<file path="config.mk">
export PLATFORM = sky130hd
export DESIGN_NAME = asram_ctrl
export DESIGN_NICKNAME = d
export VERILOG_FILES = /design/src/rtl/asram_ctrl_pkg.sv /design/src/rtl/phase_timer.sv /design/src/rtl/turn_guard.sv /design/src/rtl/read_capture.sv /design/src/rtl/asram_ctrl.sv
export SDC_FILE = /design/constraint.sdc
export NUM_CORES = 1
export LEC_CHECK = 0
export ABC_AREA = 0
export BUFFER_PORTS_ARGS = -buffer_cell sky130_fd_sc_hd__buf_2
export CAP_MARGIN = 20
export CORE_ASPECT_RATIO = 1.75
export CORE_MARGIN = 1
export CORE_UTILIZATION = 45
export CTS_CLUSTER_DIAMETER = 40
export DETAILED_ROUTE_END_ITERATION = 8
export MAX_ROUTING_LAYER = met4
export PLACE_DENSITY = 0.77
export SYNTH_ARGS = -nofsm -noshare
export SYNTH_HDL_FRONTEND = slang
export SYNTH_SLANG_ARGS = --single-unit
</file>
<file path="constraint.sdc">
create_clock -name clk -period 2.6 [get_ports clk]
set_input_delay 0.78 -clock clk [delete_from_list [all_inputs] [get_ports clk]]
set_output_delay 0.78 -clock clk [all_outputs]
set_load 0.05 [all_outputs]
</file>
<file path="src/rtl/asram_ctrl_pkg.sv">
package asram_ctrl_pkg;

    typedef enum logic [2:0] {
        ST_IDLE,
        ST_TURN,
        ST_WSET,
        ST_WPUL,
        ST_WREC,
        ST_RACC,
        ST_RHLD
    } ctl_st_e;

    typedef struct packed {
        logic cs1_n;
        logic cs2;
        logic oe_n;
        logic we_n;
        logic drv;
    } strobe_t;

    function automatic strobe_t strobe_for(ctl_st_e s);
        strobe_t sb;
        sb = '{cs1_n: 1'b1, cs2: 1'b0, oe_n: 1'b1, we_n: 1'b1, drv: 1'b0};
        case (s)
            ST_WSET, ST_WREC, ST_RHLD: begin
                sb.cs1_n = 1'b0;
                sb.cs2   = 1'b1;
            end
            ST_WPUL: begin
                sb.cs1_n = 1'b0;
                sb.cs2   = 1'b1;
                sb.we_n  = 1'b0;
                sb.drv   = 1'b1;
            end
            ST_RACC: begin
                sb.cs1_n = 1'b0;
                sb.cs2   = 1'b1;
                sb.oe_n  = 1'b0;
            end
            default: ;
        endcase
        return sb;
    endfunction

endpackage

</file>
<file path="src/rtl/phase_timer.sv">
module phase_timer #(
    parameter int CNT_W = 4
) (
    input  logic             clk,
    input  logic             rst_n,
    input  logic             load,
    input  logic [CNT_W-1:0] load_val,
    output logic             done
);
    logic [CNT_W-1:0] cnt_d, cnt_q;

    always_comb begin
        cnt_d = cnt_q;
        if (load)
            cnt_d = load_val;
        else if (cnt_q != '0)
            cnt_d = cnt_q - 1'b1;
    end

    always_ff @(posedge clk or negedge rst_n) begin
        if (!rst_n) cnt_q <= '0;
        else        cnt_q <= cnt_d;
    end

    assign done = (cnt_q == '0);

    AST_TIMER_HOLDS_ZERO: assert property (@(posedge clk) disable iff (!rst_n)
        (done && !load) |=> done);

endmodule

</file>
<file path="src/rtl/turn_guard.sv">
module turn_guard #(
    parameter int TA = 4,
    parameter int W  = 3
) (
    input  logic clk,
    input  logic rst_n,
    input  logic arm,
    output logic clear
);
    logic [W-1:0] ta_d, ta_q;

    always_comb begin
        ta_d = ta_q;
        if (arm)
            ta_d = W'(TA);
        else if (ta_q != '0)
            ta_d = ta_q - 1'b1;
    end

    always_ff @(posedge clk or negedge rst_n) begin
        if (!rst_n) ta_q <= '0;
        else        ta_q <= ta_d;
    end

    assign clear = (ta_q == '0);

    AST_GUARD_COUNTS_DOWN: assert property (@(posedge clk) disable iff (!rst_n)
        (!arm && !clear) |=> (ta_q == $past(ta_q) - 1'b1));

endmodule

</file>
<file path="src/rtl/read_capture.sv">
module read_capture #(
    parameter int DATA_W = 8
) (
    input  logic              clk,
    input  logic              rst_n,
    input  logic              grab,
    input  logic [DATA_W-1:0] dq_in,
    output logic              rvalid,
    output logic [DATA_W-1:0] rdata
);
    typedef struct packed {
        logic              vld;
        logic [DATA_W-1:0] dat;
    } cap_t;

    cap_t cap_d, cap_q;

    always_comb begin
        cap_d     = cap_q;
        cap_d.vld = grab;
        if (grab) cap_d.dat = dq_in;
    end

    always_ff @(posedge clk or negedge rst_n) begin
        if (!rst_n) cap_q <= '0;
        else        cap_q <= cap_d;
    end

    assign rvalid = cap_q.vld;
    assign rdata  = cap_q.dat;

    AST_RVALID_SINGLE: assert property (@(posedge clk) disable iff (!rst_n)
        rvalid |=> !rvalid);

endmodule

</file>
<file path="src/rtl/asram_ctrl.sv">
module asram_ctrl
    import asram_ctrl_pkg::*;
#(
    parameter int ADDR_W = 17,
    parameter int DATA_W = 8,
    parameter int T_AS   = 1,
    parameter int T_WP   = 7,
    parameter int T_WR   = 1,
    parameter int T_RD   = 9,
    parameter int T_RDH  = 1,
    parameter int T_TA   = 4
) (
    input  logic              clk,
    input  logic              rst_n,
    input  logic              req_valid,
    output logic              req_ready,
    input  logic              req_write,
    input  logic [ADDR_W-1:0] req_addr,
    input  logic [DATA_W-1:0] req_wdata,
    output logic              rsp_valid,
    output logic [DATA_W-1:0] rsp_rdata,
    output logic [ADDR_W-1:0] mem_addr,
    output logic              mem_cs1_n,
    output logic              mem_cs2,
    output logic              mem_oe_n,
    output logic              mem_we_n,
    output logic [DATA_W-1:0] mem_dq_out,
    output logic              mem_dq_oe,
    input  logic [DATA_W-1:0] mem_dq_in
);
    localparam int MAX_W = (T_AS > T_WP) ? T_AS : T_WP;
    localparam int MAX_X = (MAX_W > T_WR) ? MAX_W : T_WR;
    localparam int MAX_R = (T_RD > T_RDH) ? T_RD : T_RDH;
    localparam int MAX_T = (MAX_X > MAX_R) ? MAX_X : MAX_R;
    localparam int CNT_W = $clog2(MAX_T + 1);
    localparam int TA_W  = $clog2(T_TA + 2);

    typedef struct packed {
        ctl_st_e           st;
        strobe_t           sb;
        logic [ADDR_W-1:0] addr;
        logic [DATA_W-1:0] wdat;
        logic              rdy;
    } ctl_regs_t;

    ctl_regs_t        d, q;
    logic             t_done;
    logic             t_load;
    logic [CNT_W-1:0] t_len;
    logic             ta_clear;
    logic             ta_arm;
    logic             grab;

    function automatic logic [CNT_W-1:0] len_of(ctl_st_e s);
        case (s)
            ST_WSET: return CNT_W'(T_AS - 1);
            ST_WPUL: return CNT_W'(T_WP - 1);
            ST_WREC: return CNT_W'(T_WR - 1);
            ST_RACC: return CNT_W'(T_RD - 1);
            ST_RHLD: return CNT_W'(T_RDH - 1);
            default: return '0;
        endcase
    endfunction

    always_comb begin
        d = q;
        case (q.st)
            ST_IDLE: begin
                if (req_valid && q.rdy) begin
                    d.addr = req_addr;
                    d.wdat = req_wdata;
                    if (req_write) d.st = ta_clear ? ST_WSET : ST_TURN;
                    else           d.st = ST_RACC;
                end
            end
            ST_TURN: if (ta_clear) d.st = ST_WSET;
            ST_WSET: if (t_done)   d.st = ST_WPUL;
            ST_WPUL: if (t_done)   d.st = ST_WREC;
            ST_WREC: if (t_done)   d.st = ST_IDLE;
            ST_RACC: if (t_done)   d.st = ST_RHLD;
            ST_RHLD: if (t_done)   d.st = ST_IDLE;
            default:               d.st = ST_IDLE;
        endcase
        d.sb   = strobe_for(d.st);
        d.rdy  = (d.st == ST_IDLE);
        t_load = (d.st != q.st);
        t_len  = len_of(d.st);
        ta_arm = (q.st == ST_RHLD) && (d.st == ST_IDLE);
        grab   = (q.st == ST_RACC) && t_done;
    end

    always_ff @(posedge clk or negedge rst_n) begin
        if (!rst_n) begin
            q.st   <= ST_IDLE;
            q.sb   <= strobe_for(ST_IDLE);
            q.addr <= '0;
            q.wdat <= '0;
            q.rdy  <= 1'b1;
        end else begin
            q <= d;
        end
    end

    phase_timer #(.CNT_W(CNT_W)) timer_i (
        .clk      (clk),
        .rst_n    (rst_n),
        .load     (t_load),
        .load_val (t_len),
        .done     (t_done)
    );

    turn_guard #(.TA(T_TA), .W(TA_W)) guard_i (
        .clk   (clk),
        .rst_n (rst_n),
        .arm   (ta_arm),
        .clear (ta_clear)
    );

    read_capture #(.DATA_W(DATA_W)) cap_i (
        .clk    (clk),
        .rst_n  (rst_n),
        .grab   (grab),
        .dq_in  (mem_dq_in),
        .rvalid (rsp_valid),
        .rdata  (rsp_rdata)
    );

    assign req_ready  = q.rdy;
    assign mem_addr   = q.addr;
    assign mem_dq_out = q.wdat;
    assign mem_cs1_n  = q.sb.cs1_n;
    assign mem_cs2    = q.sb.cs2;
    assign mem_oe_n   = q.sb.oe_n;
    assign mem_we_n   = q.sb.we_n;
    assign mem_dq_oe  = q.sb.drv;

    AST_IDLE_QUIET: assert property (@(posedge clk) disable iff (!rst_n)
        req_ready |-> (mem_cs1_n && !mem_cs2 && mem_oe_n && mem_we_n && !mem_dq_oe));

    AST_ACCEPT_DROPS_READY: assert property (@(posedge clk) disable iff (!rst_n)
        (req_valid && req_ready) |=> !req_ready);

    AST_BUSY_HOLDS_BUS: assert property (@(posedge clk) disable iff (!rst_n)
        (!req_ready && $past(!req_ready)) |-> ($stable(mem_addr) && $stable(mem_dq_out)));

    AST_WRITE_FULLY_SELECTED: assert property (@(posedge clk) disable iff (!rst_n)
        !mem_we_n |-> (!mem_cs1_n && mem_cs2 && mem_oe_n));

    AST_DRIVE_ONLY_IN_WRITE: assert property (@(posedge clk) disable iff (!rst_n)
        mem_dq_oe |-> (!mem_we_n && mem_oe_n));

    AST_READ_NO_WRITE: assert property (@(posedge clk) disable iff (!rst_n)
        !mem_oe_n |-> (mem_we_n && !mem_dq_oe));

    AST_RVALID_AFTER_OE: assert property (@(posedge clk) disable iff (!rst_n)
        rsp_valid |-> ($past(!mem_oe_n) && mem_oe_n));

endmodule

</file>
Word-level counts from Yosys, hierarchy flattened

Cells that the tools add are included.

$add $sub $neg: 2
Mux-type cells: 17
Equality and inequality tests: 12
Reductions and logical operators: 14

Operators by type and width:

| cell                  | number |
|---|---|
| $mux W3               | 9 |
| $eq A3 B3 Y1 const B  | 6 |
| $pmux W3 S6           | 1 |
| $eq A3 B2 Y1 const B  | 4 |
| $logic_not A3 Y1      | 3 |
| $mux W4               | 2 |
| $pmux W4 S2           | 1 |
| $mux W2               | 3 |
| $reduce_or A5 Y1      | 1 |
| $logic_not A4 Y1      | 1 |
| $reduce_bool A2 Y1    | 2 |
| $reduce_bool A4 Y1    | 1 |
| $sub A4 B1 Y4 const B | 1 |
| $eq A3 B1 Y1 const B  | 1 |
| $logic_and A1 B1 Y1   | 3 |
| $ne A3 B3 Y1          | 1 |
| $reduce_bool A3 Y1    | 1 |
| $sub A3 B1 Y3 const B | 1 |
| $reduce_and A2 Y1     | 1 |
| $reduce_or A2 Y1      | 1 |
| $mux W1               | 1 |

Output and inout bits: 40
Logic and storage cells: 58
Input port bits: 37
Bits in registers: 50

Logic depth before layout (Yosys ltp)

Gate-level depths: netlist of the first run.

Word-level depth: 8
Mapped depth: 8
Depth with buffers taken out: 7

By module

From an unflattened synthesis of the first run, not the netlist that was laid out.

Cell total of the unflattened synthesis: 235
Area total of the unflattened synthesis: 2427.3 µm²

By module, submodules not included:

| module       | sequential area each (µm²) | cells an instance | area each (µm²) | times used |
|---|---|---|---|---|
| asram_ctrl   | 855.8                      | 179               | 1652.8          | 1 |
| read_capture | 225.2                      | 18                | 356.6           | 1 |
| phase_timer  | 100.1                      | 22                | 234.0           | 1 |
| turn_guard   | 75.1                       | 16                | 183.9           | 1 |

Worst setup path before layout of the first run

No wires, ideal clock.

Path type: flip-flop to flip-flop
Start: register timer_i.cnt_q[0]
End: register timer_i.cnt_q[2]
Data required time: 2.490 ns
Slack: 0.484 ns
Library setup time: 0.110 ns
Buffers on the path: 1
Arrival: 2.006 ns
Cell stages (with the launch flop): 9
Period minus slack after synthesis: 2.116 ns
Cells stage by stage: dfrtp_1 -> inv_1 -> ha_1 -> or3b_1 -> buf_6 -> nor3_4 -> a311o_2 -> mux2i_1 -> o41ai_1

Cells in the longest elaborated chain, start to end: 6
Elaborated cells between the ends (all ways): 15
Those cells by class: add/sub: 1; eq/ne: 3; mux: 8; reduce/logical: 3

Ends and longest elaborated chain:

| what                                         | line              | text |
|---|---|---|
| start, declared                              | phase_timer.sv:10 | `logic [CNT_W-1:0] cnt_d, cnt_q;` |
| start signal, assigned                       | phase_timer.sv:22 | `else cnt_q <= cnt_d;` |
| $logic_not A4 Y1                             | phase_timer.sv:25 | `assign done = (cnt_q == '0);` |
| $mux W3, on equally long branches            | -                 |  |
| $pmux W3 S6                                  | asram_ctrl.sv:67  | `case (q.st)` |
| $eq A3 B3 Y1 or $eq A3 B2 Y1 (tied branches) | asram_ctrl.sv:55  | `case (s)` |
| $pmux W4 S2                                  | asram_ctrl.sv:55  |  |
| $mux W4                                      | phase_timer.sv:14 | `if (load)` |

Several ways; a longest one is shown, not always the timed one. The select of a mux whose other input is x is not followed.
A chain may end at the register's enable or synchronous reset.

Final worst setup path of the first run

Start: register timer_i.cnt_q[0]
End: register guard_i.ta_q[1]

Cells in the longest elaborated chain, start to end: 6
Elaborated cells between the ends (all ways): 10
Those cells by class: mux: 6; reduce/logical: 4

Ends and longest elaborated chain:

| what                                          | line              | text |
|---|---|---|
| $logic_not A4 Y1 (*)                          | phase_timer.sv:25 |  |
| $mux W3, on equally long branches             | -                 |  |
| $pmux W3 S6 (*)                               | asram_ctrl.sv:67  |  |
| $logic_not A3 Y1 (*)                          | asram_ctrl.sv:88  | `ta_arm = (q.st == ST_RHLD) && (d.st == ST_IDLE);` |
| $logic_and A1 B1 Y1 (*)                       | asram_ctrl.sv:88  |  |
| $mux W3 or $reduce_bool A2 Y1 (tied branches) | -                 |  |
| end signal, assigned                          | turn_guard.sv:22  | `else ta_q <= ta_d;` |
| end, declared                                 | turn_guard.sv:10  | `logic [W-1:0] ta_d, ta_q;` |

Mark *: on every way between the ends. The rest lies on a longest branch, timed or not.

==> results of run 1 <==
==> worst max-delay path by stage <==
stage | cells past startpoint | slack, ns | to | start
3_3_place_gp | 7 | 0.43 | guard_i.ta_q[1] | timer_i.cnt_q[0]
4_1_cts | 7 | 0.32 | guard_i.ta_q[1] | timer_i.cnt_q[0]
2_1_floorplan | 8 | 0.48 | timer_i.cnt_q[2] | timer_i.cnt_q[0]
6_report | 7 | 0.31 | guard_i.ta_q[1] | timer_i.cnt_q[0]
5_1_grt | 7 | 0.13 | guard_i.ta_q[1] | timer_i.cnt_q[0]
3_5_place_dp | 7 | 0.34 | guard_i.ta_q[1] | timer_i.cnt_q[0]
==> registers in the layout (all words and copies together), names as in the netlist <==
| signal | count |
|---|---|
| req_ready | 1 |
| timer_i.cnt_q | 4 |
| cap_i.rdata | 8 |
| guard_i.ta_q | 3 |
| mem_dq_out | 8 |
| mem_dq_oe | 1 |
| mem_oe_n | 1 |
| mem_we_n | 1 |
| cap_i.rvalid | 1 |
| mem_cs2 | 1 |
| mem_cs1_n | 1 |
| q | 3 |
| mem_addr | 17 |
==> cell type report <==
cell class | instances | area [sq um]
Clock buffer | 5 | 68.8
Fill cell | 445 | 2300
Inverter | 9 | 33.8
Tap cell | 54 | 67.6
Clock inverter | 3 | 45.0
Timing Repair Buffer | 80 | 410
Sequential cell | 50 | 1260
Multi-Input combinational cell | 99 | 837
==> per-stage QoR <==
step	std cells	area (sq um)	utilization	hold slack (ns)	worst slack, ns
floorplan	190	2370	-	0.482	0.484
global placement	292	2610	0.519	0.485	0.425
detailed placement	292	2610	0.519	0.490	0.345
CTS	300	2720	0.542	0.368	0.325
global route	300	2720	0.542	0.381	0.134
finish	300	2720	0.542	0.366	0.314
==> per-layer routing <==
metal,track usage,up-vias
li1,-,737
met1,0.158,754
met2,0.305,55
met3,0.0358,11
met4,0.0901,0
met5,-,-
==> worst register-to-register path, stage by stage, from the launching register on <==
cell      delay (ns)
dfrtp_1         0.39
inv_1           0.09
ha_1            0.18
or3b_1          0.49
a22o_2          0.28
a211oi_1        0.44
nand3_1         0.16
o211a_1         0.16
==> cells by family after synthesis <==
family / count (synthesis)
adders and majority gates: 3
AOI/OAI and AO/OA: 20
xor gates and xnor gates: 5
muxes: 36
buffers and inverters: 41
and+or+nand+nor: 35
DFF: 50
==> cell usage after synthesis, drive strengths merged (3+ instances only) <==
master,instances,share of area
dfrtp,46,0.49
mux2,33,0.16
buf,29,0.093
inv,9,0.014
nand2,8,0.013
nor2,6,0.0095
dfstp,4,0.044
nor3,4,0.013
xnor2,4,0.015
a21oi,3,0.0063
clkbuf,3,0.0090
ha,3,0.016
mux2i,3,0.013
nand2b,3,0.0079
o21ai,3,0.0063
==> implementation parameters, run 1 <==
Parameter                              Value

Run
  Max-Cap Viols    0

Detailed routing
  Highest metal layer used by the detailed router    met4
  Overall via count from detail_route    roughly 1600
  Met2 Routed Length    ~2400 um
  ANT nets after route    0
  Number of DRC markers after the initial detailed-route iteration    a little over 50
  Via-to-Cell Ratio    just over 5
  First-pass iteration count of the detailed router    6
  DR WL/cell    approximately 14 um
  Number of remaining DRC errors    14
  Routed length on met3    between 150 and 200 um
  Wl on met1    around 1500 um
  Total wire length    between 4000 and 5000 um

Global route
  Total global routing overflow    0
  Maximum number of pins on one net before global-route repair    26
  Overall global routing resource usage    0.167
  Initial antenna violation count    0
  Via count of the first global-routing pass    around 1600
  Wire length of the first global-routing pass    6890 um

Clock tree
  CTS sink count    50
  Root buffer cell    clkbuf_8
  Clock Latency Late Sink    0.30 ns
  Clk slew on worst S/H paths    0.09 ns
  Post-CTS sizing    0
  Max clock buf depth    2
  Inserted Clock Buffers    5
  Post-CTS Setup Repair Bufs    0
  CTS tree    done
  Hold-fix buffers, CTS    0
  # H-tree levels    2

Finish
  Highest-count cells in the layout ignoring fill and taps    buf_2, dfrtp_1, mux2_2, inv_1, nand2_1
  Count of inserted antenna diode cells    0
  Net count of the finished layout    285
  Proportion of layout cells with a drive suffix above 1    0.533
  Relative area change from synthesis to final layout    14.7%
  Most frequent standard cell in the layout excluding fill and tap cells    buf_2

Yosys
  Number of nets in the synthesized netlist    230
  Total of flip-flops plus latches after synthesis    50
  Cell count after synthesis    between 150 and 200
  Post-Synth Simple-Gate Area    0.0855
  Synthesized cell area    around 2400 sq um
  Average cell area after synthesis    roughly 12 sq um
  Async S/R FF share, synth    1.00
  Post-synthesis adder-cell area fraction    0.0158
  Portion of netlist area occupied by mux cells    0.169
  Synth cell types    44
  Count of flip-flops with a built-in enable after synthesis    0
  Seq/Total Area, Yosys    0.530
  Synthesized-area fraction occupied by xor and xnor cells    0.0185
  Complex-gate fraction of the synthesized area    0.0639
  Warning count from the yosys run    0
  Main combinational cell family by area after synthesis    multiplexers
  Leading register cell type out of synthesis    dfrtp_1

Timing
  Final setup violation count    0
  Total count of max-transition violations in the final report    0
  Clk_skew    ~0.008 ns
  FMAX    437 MHz
  RSZ-0062 raised after global routing    false
  Final clock period utilization by the worst path    0.879
  Worst rel slew slack    0.529
  Slew at the pin closest to its max-slew limit    between 0.7 and 0.8 ns
  Min Clock Period, post-route    between 2 and 2.5 ns
  Sum Neg Setup Slack    0 ns
  Hold violation count in the final report    0

Worst setup path
  Maximum net fanout on the critical path    8
  Critical path data arrival time    2.48 ns
  Series of cell instances along the critical path    inv_1, ha_1, or3b_1, a22o_2, a211oi_1, nand3_1, o211a_1
  Required time worst endpoint    2.80 ns
  Worst reg2reg path endpoint    guard_i.ta_q[1]
  CP Buf/Inv Count    1
  Crit-path leading delay family    compound AO/OA/AOI/OAI gates
  Crit path largest cell delay    around 0.5 ns
  Type of destination of the critical path    flip-flop
  Worst path slowest cell    or3b_1
  Worst Reg-to-Reg Cells    7
  Crit path kind    reg2reg
  Worst r2r src    timer_i.cnt_q[0]
  FF-to-FF setup slack    about 0.31 ns
  CP Launch Type    flip-flop

Status
  Violated checks    design-rule violations
  Run status    finished, violations left

Floorplan
  Chip Width    ~57 um
  Initial standard-cell utilization of the core    0.472
  Die span in y    slightly below 100 um
  Placement Rows    34
  Total Die Area    approximately 5600 sq um
  Placeable core region    around 5000 sq um
  Top-level I/O count    77

Placement
  I/O Buffers    76
  Half-perimeter wire length after placement    approximately 3300 um
  Routability congestion estimate    0.904

Min path
  Type of the worst min-delay path    in2async
Power of run 1 is not shown: default switching activity piles up to over one toggle a cycle in this logic, so the estimate is an artifact.
==> run 2, diff against run 1 <==
- CTS_BUF_LIST: default -> sky130_fd_sc_hd__clkbuf_8
- clock period: 2.6 -> 2.3 ns (I/O delays scaled with it)
==> run 2 against run 1 <==
The run still ends with design-rule violations left. Highest routed layer unchanged. Final cell count is 1.3% higher. Non-clock buffer count is 5 higher. Critical path depth stayed put. Final area is 1.1% higher. Clock-buffer cell count stayed put. First-iteration DRC count is 43% lower. Global-route usage hardly changed. Maximum frequency is 6.0% higher. Via count is 2.7% higher.
==> implementation parameters, run 2 (synthesized netlist as in run 1, its figures left out) <==
Parameter                              Value

Worst setup path
  Maximum net fanout on the critical path    4 (-4)
  Worst Reg-to-Reg Cells    7 (unchanged)
  Required time worst endpoint    2.47 ns (-0.33 ns)
  Critical path data arrival time    2.33 ns (-0.15 ns)
  Worst r2r src    guard_i.ta_q[0]
  CP Launch Type    flip-flop
  Type of destination of the critical path    flip-flop
  Crit path kind    reg2reg
  Worst Setup SP    guard_i.ta_q[0]

Detailed routing
  Overall via count from detail_route    1599 (+2.7%)
  First-pass iteration count of the detailed router    6 (unchanged)
  Number of DRC markers after the initial detailed-route iteration    29 (-43%)
  ANT nets after route    0 (unchanged)
  Via-to-Cell Ratio    5.26 (+1.3%)
  DR WL/cell    14.3 um (+1.8%)
  Total wire length    4360 um (+3.1%)
  Number of remaining DRC errors    14 (unchanged)

Clock tree
  # H-tree levels    2 (unchanged)
  CTS sink count    50 (unchanged)
  Post-CTS sizing    0 (unchanged)
  Clk slew on worst S/H paths    0.09 ns (about the same)
  Clock Latency Late Sink    0.30 ns (about the same)
  Post-CTS Setup Repair Bufs    0 (unchanged)
  Hold-fix buffers, CTS    0 (unchanged)
  Root buffer cell    clkbuf_8
  Inserted Clock Buffers    5 (unchanged)
  Max clock buf depth    2 (unchanged)
  CTS tree    done

Timing
  Final clock period utilization by the worst path    0.938 (+0.0585)
  Slew at the pin closest to its max-slew limit    0.453 ns (-0.249 ns)
  Total count of max-transition violations in the final report    0 (unchanged)
  Final worst hold slack    0.358 ns (-0.00791 ns)
  Min Clock Period, post-route    2.16 ns (-0.129 ns)
  Hold violation count in the final report    0 (unchanged)
  Worst rel slew slack    0.696 (+0.167)
  FMAX    464 MHz (+6.0%)
  Sum Neg Setup Slack    0 ns (unchanged)
  Clk_skew    0.00927 ns (+0.00130 ns)
  RSZ-0062 raised after global routing    false
  Final setup violation count    0 (unchanged)

Min path
  Type of the worst min-delay path    in2async

Finish
  Highest-count cells in the layout ignoring fill and taps    buf_2, dfrtp_1, mux2_2, inv_1
  Relative area change from synthesis to final layout    15.9%
  Count of inserted antenna diode cells    0 (unchanged)
  Proportion of layout cells with a drive suffix above 1    0.548 (+0.0155)
  Number of flip-flops in the largest register    17 (unchanged)
  Most frequent standard cell in the layout excluding fill and tap cells    buf_2
  Final std cells w/o fill    304 (+1.3%)
  Net count of the finished layout    290 (+1.8%)

Placement
  I/O Buffers    76 (unchanged)
  Half-perimeter wire length after placement    3310 um (-0.59%)
  Routability congestion estimate    0.909 (+0.49%)
  Placed Cells incl. Taps    297 (+1.7%)

Global route
  Wire length of the first global-routing pass    6930 um (+0.49%)
  Initial antenna violation count    0 (unchanged)
  Overall global routing resource usage    0.167 (about the same)
  Via count of the first global-routing pass    1591 (+0.44%)
  Maximum number of pins on one net before global-route repair    51 (+96%)
  Total global routing overflow    0 (unchanged)

Floorplan
  Chip Width    56.9 um (unchanged)
  Die span in y    98 um (unchanged)
  Placeable core region    5020 sq um (unchanged)
  Top-level I/O count    77 (unchanged)
  Placement Rows    34 (unchanged)
  Initial standard-cell utilization of the core    0.472 (unchanged)
  Total Die Area    5570 sq um (unchanged)

Status
  Violated checks    design-rule violations
  Run status    finished, violations left

Run
  Max-Cap Viols    0 (unchanged)
[run 2: final timing paths]
check                                   endpoint  slack [ns]
worst min register to register       mem_addr[1]        0.51
worst max register to register  timer_i.cnt_q[2]        0.14
min in group clk                     mem_addr[1]        0.51
worst min-delay path                mem_addr[15]        0.36
max in group asynchronous              req_ready        1.65
worst max-delay path            timer_i.cnt_q[2]        0.14
[run 2: final cells by class]
cell class	instances	area, sq um
multi-input combinational	99	847
inverter	9	33.8
tap	54	67.6
fill	437	2270
timing repair buffer	85	460
sequential	50	1260
clock inverter	2	13.8
clock buffer	5	68.8
[run 2: through the flow]
step / worst slack (ns) / utilization / area [sq um]
floorplan: 0.184 / - / 2370
global placement: 0.141 / 0.529 / 2660
detailed placement: 0.0983 / 0.529 / 2660
CTS: 0.0827 / 0.545 / 2740
global route: 0.0150 / 0.547 / 2750
finish: 0.143 / 0.547 / 2750
[run 2: routing by layer]
metal | vias to the layer above | global-route usage | part of all wire
met2 | 50 | 0.304 | 0.56
met5 | - | - | 0
li1 | 748 | - | -
met3 | 15 | 0.0305 | 0.041
met1 | 786 | 0.162 | 0.36
met4 | 0 | 0.0901 | 0.039
[run 2: worst max-delay path, cell delays in order, from the launching register on]
cell,delay (ns)
dfrtp_1,0.36
inv_1,0.10
ha_1,0.22
or4bb_1,0.49
a21oi_1,0.20
a311o_2,0.16
mux2i_1,0.37
o41ai_1,0.14
Power of run 2 is left out for the same reason.
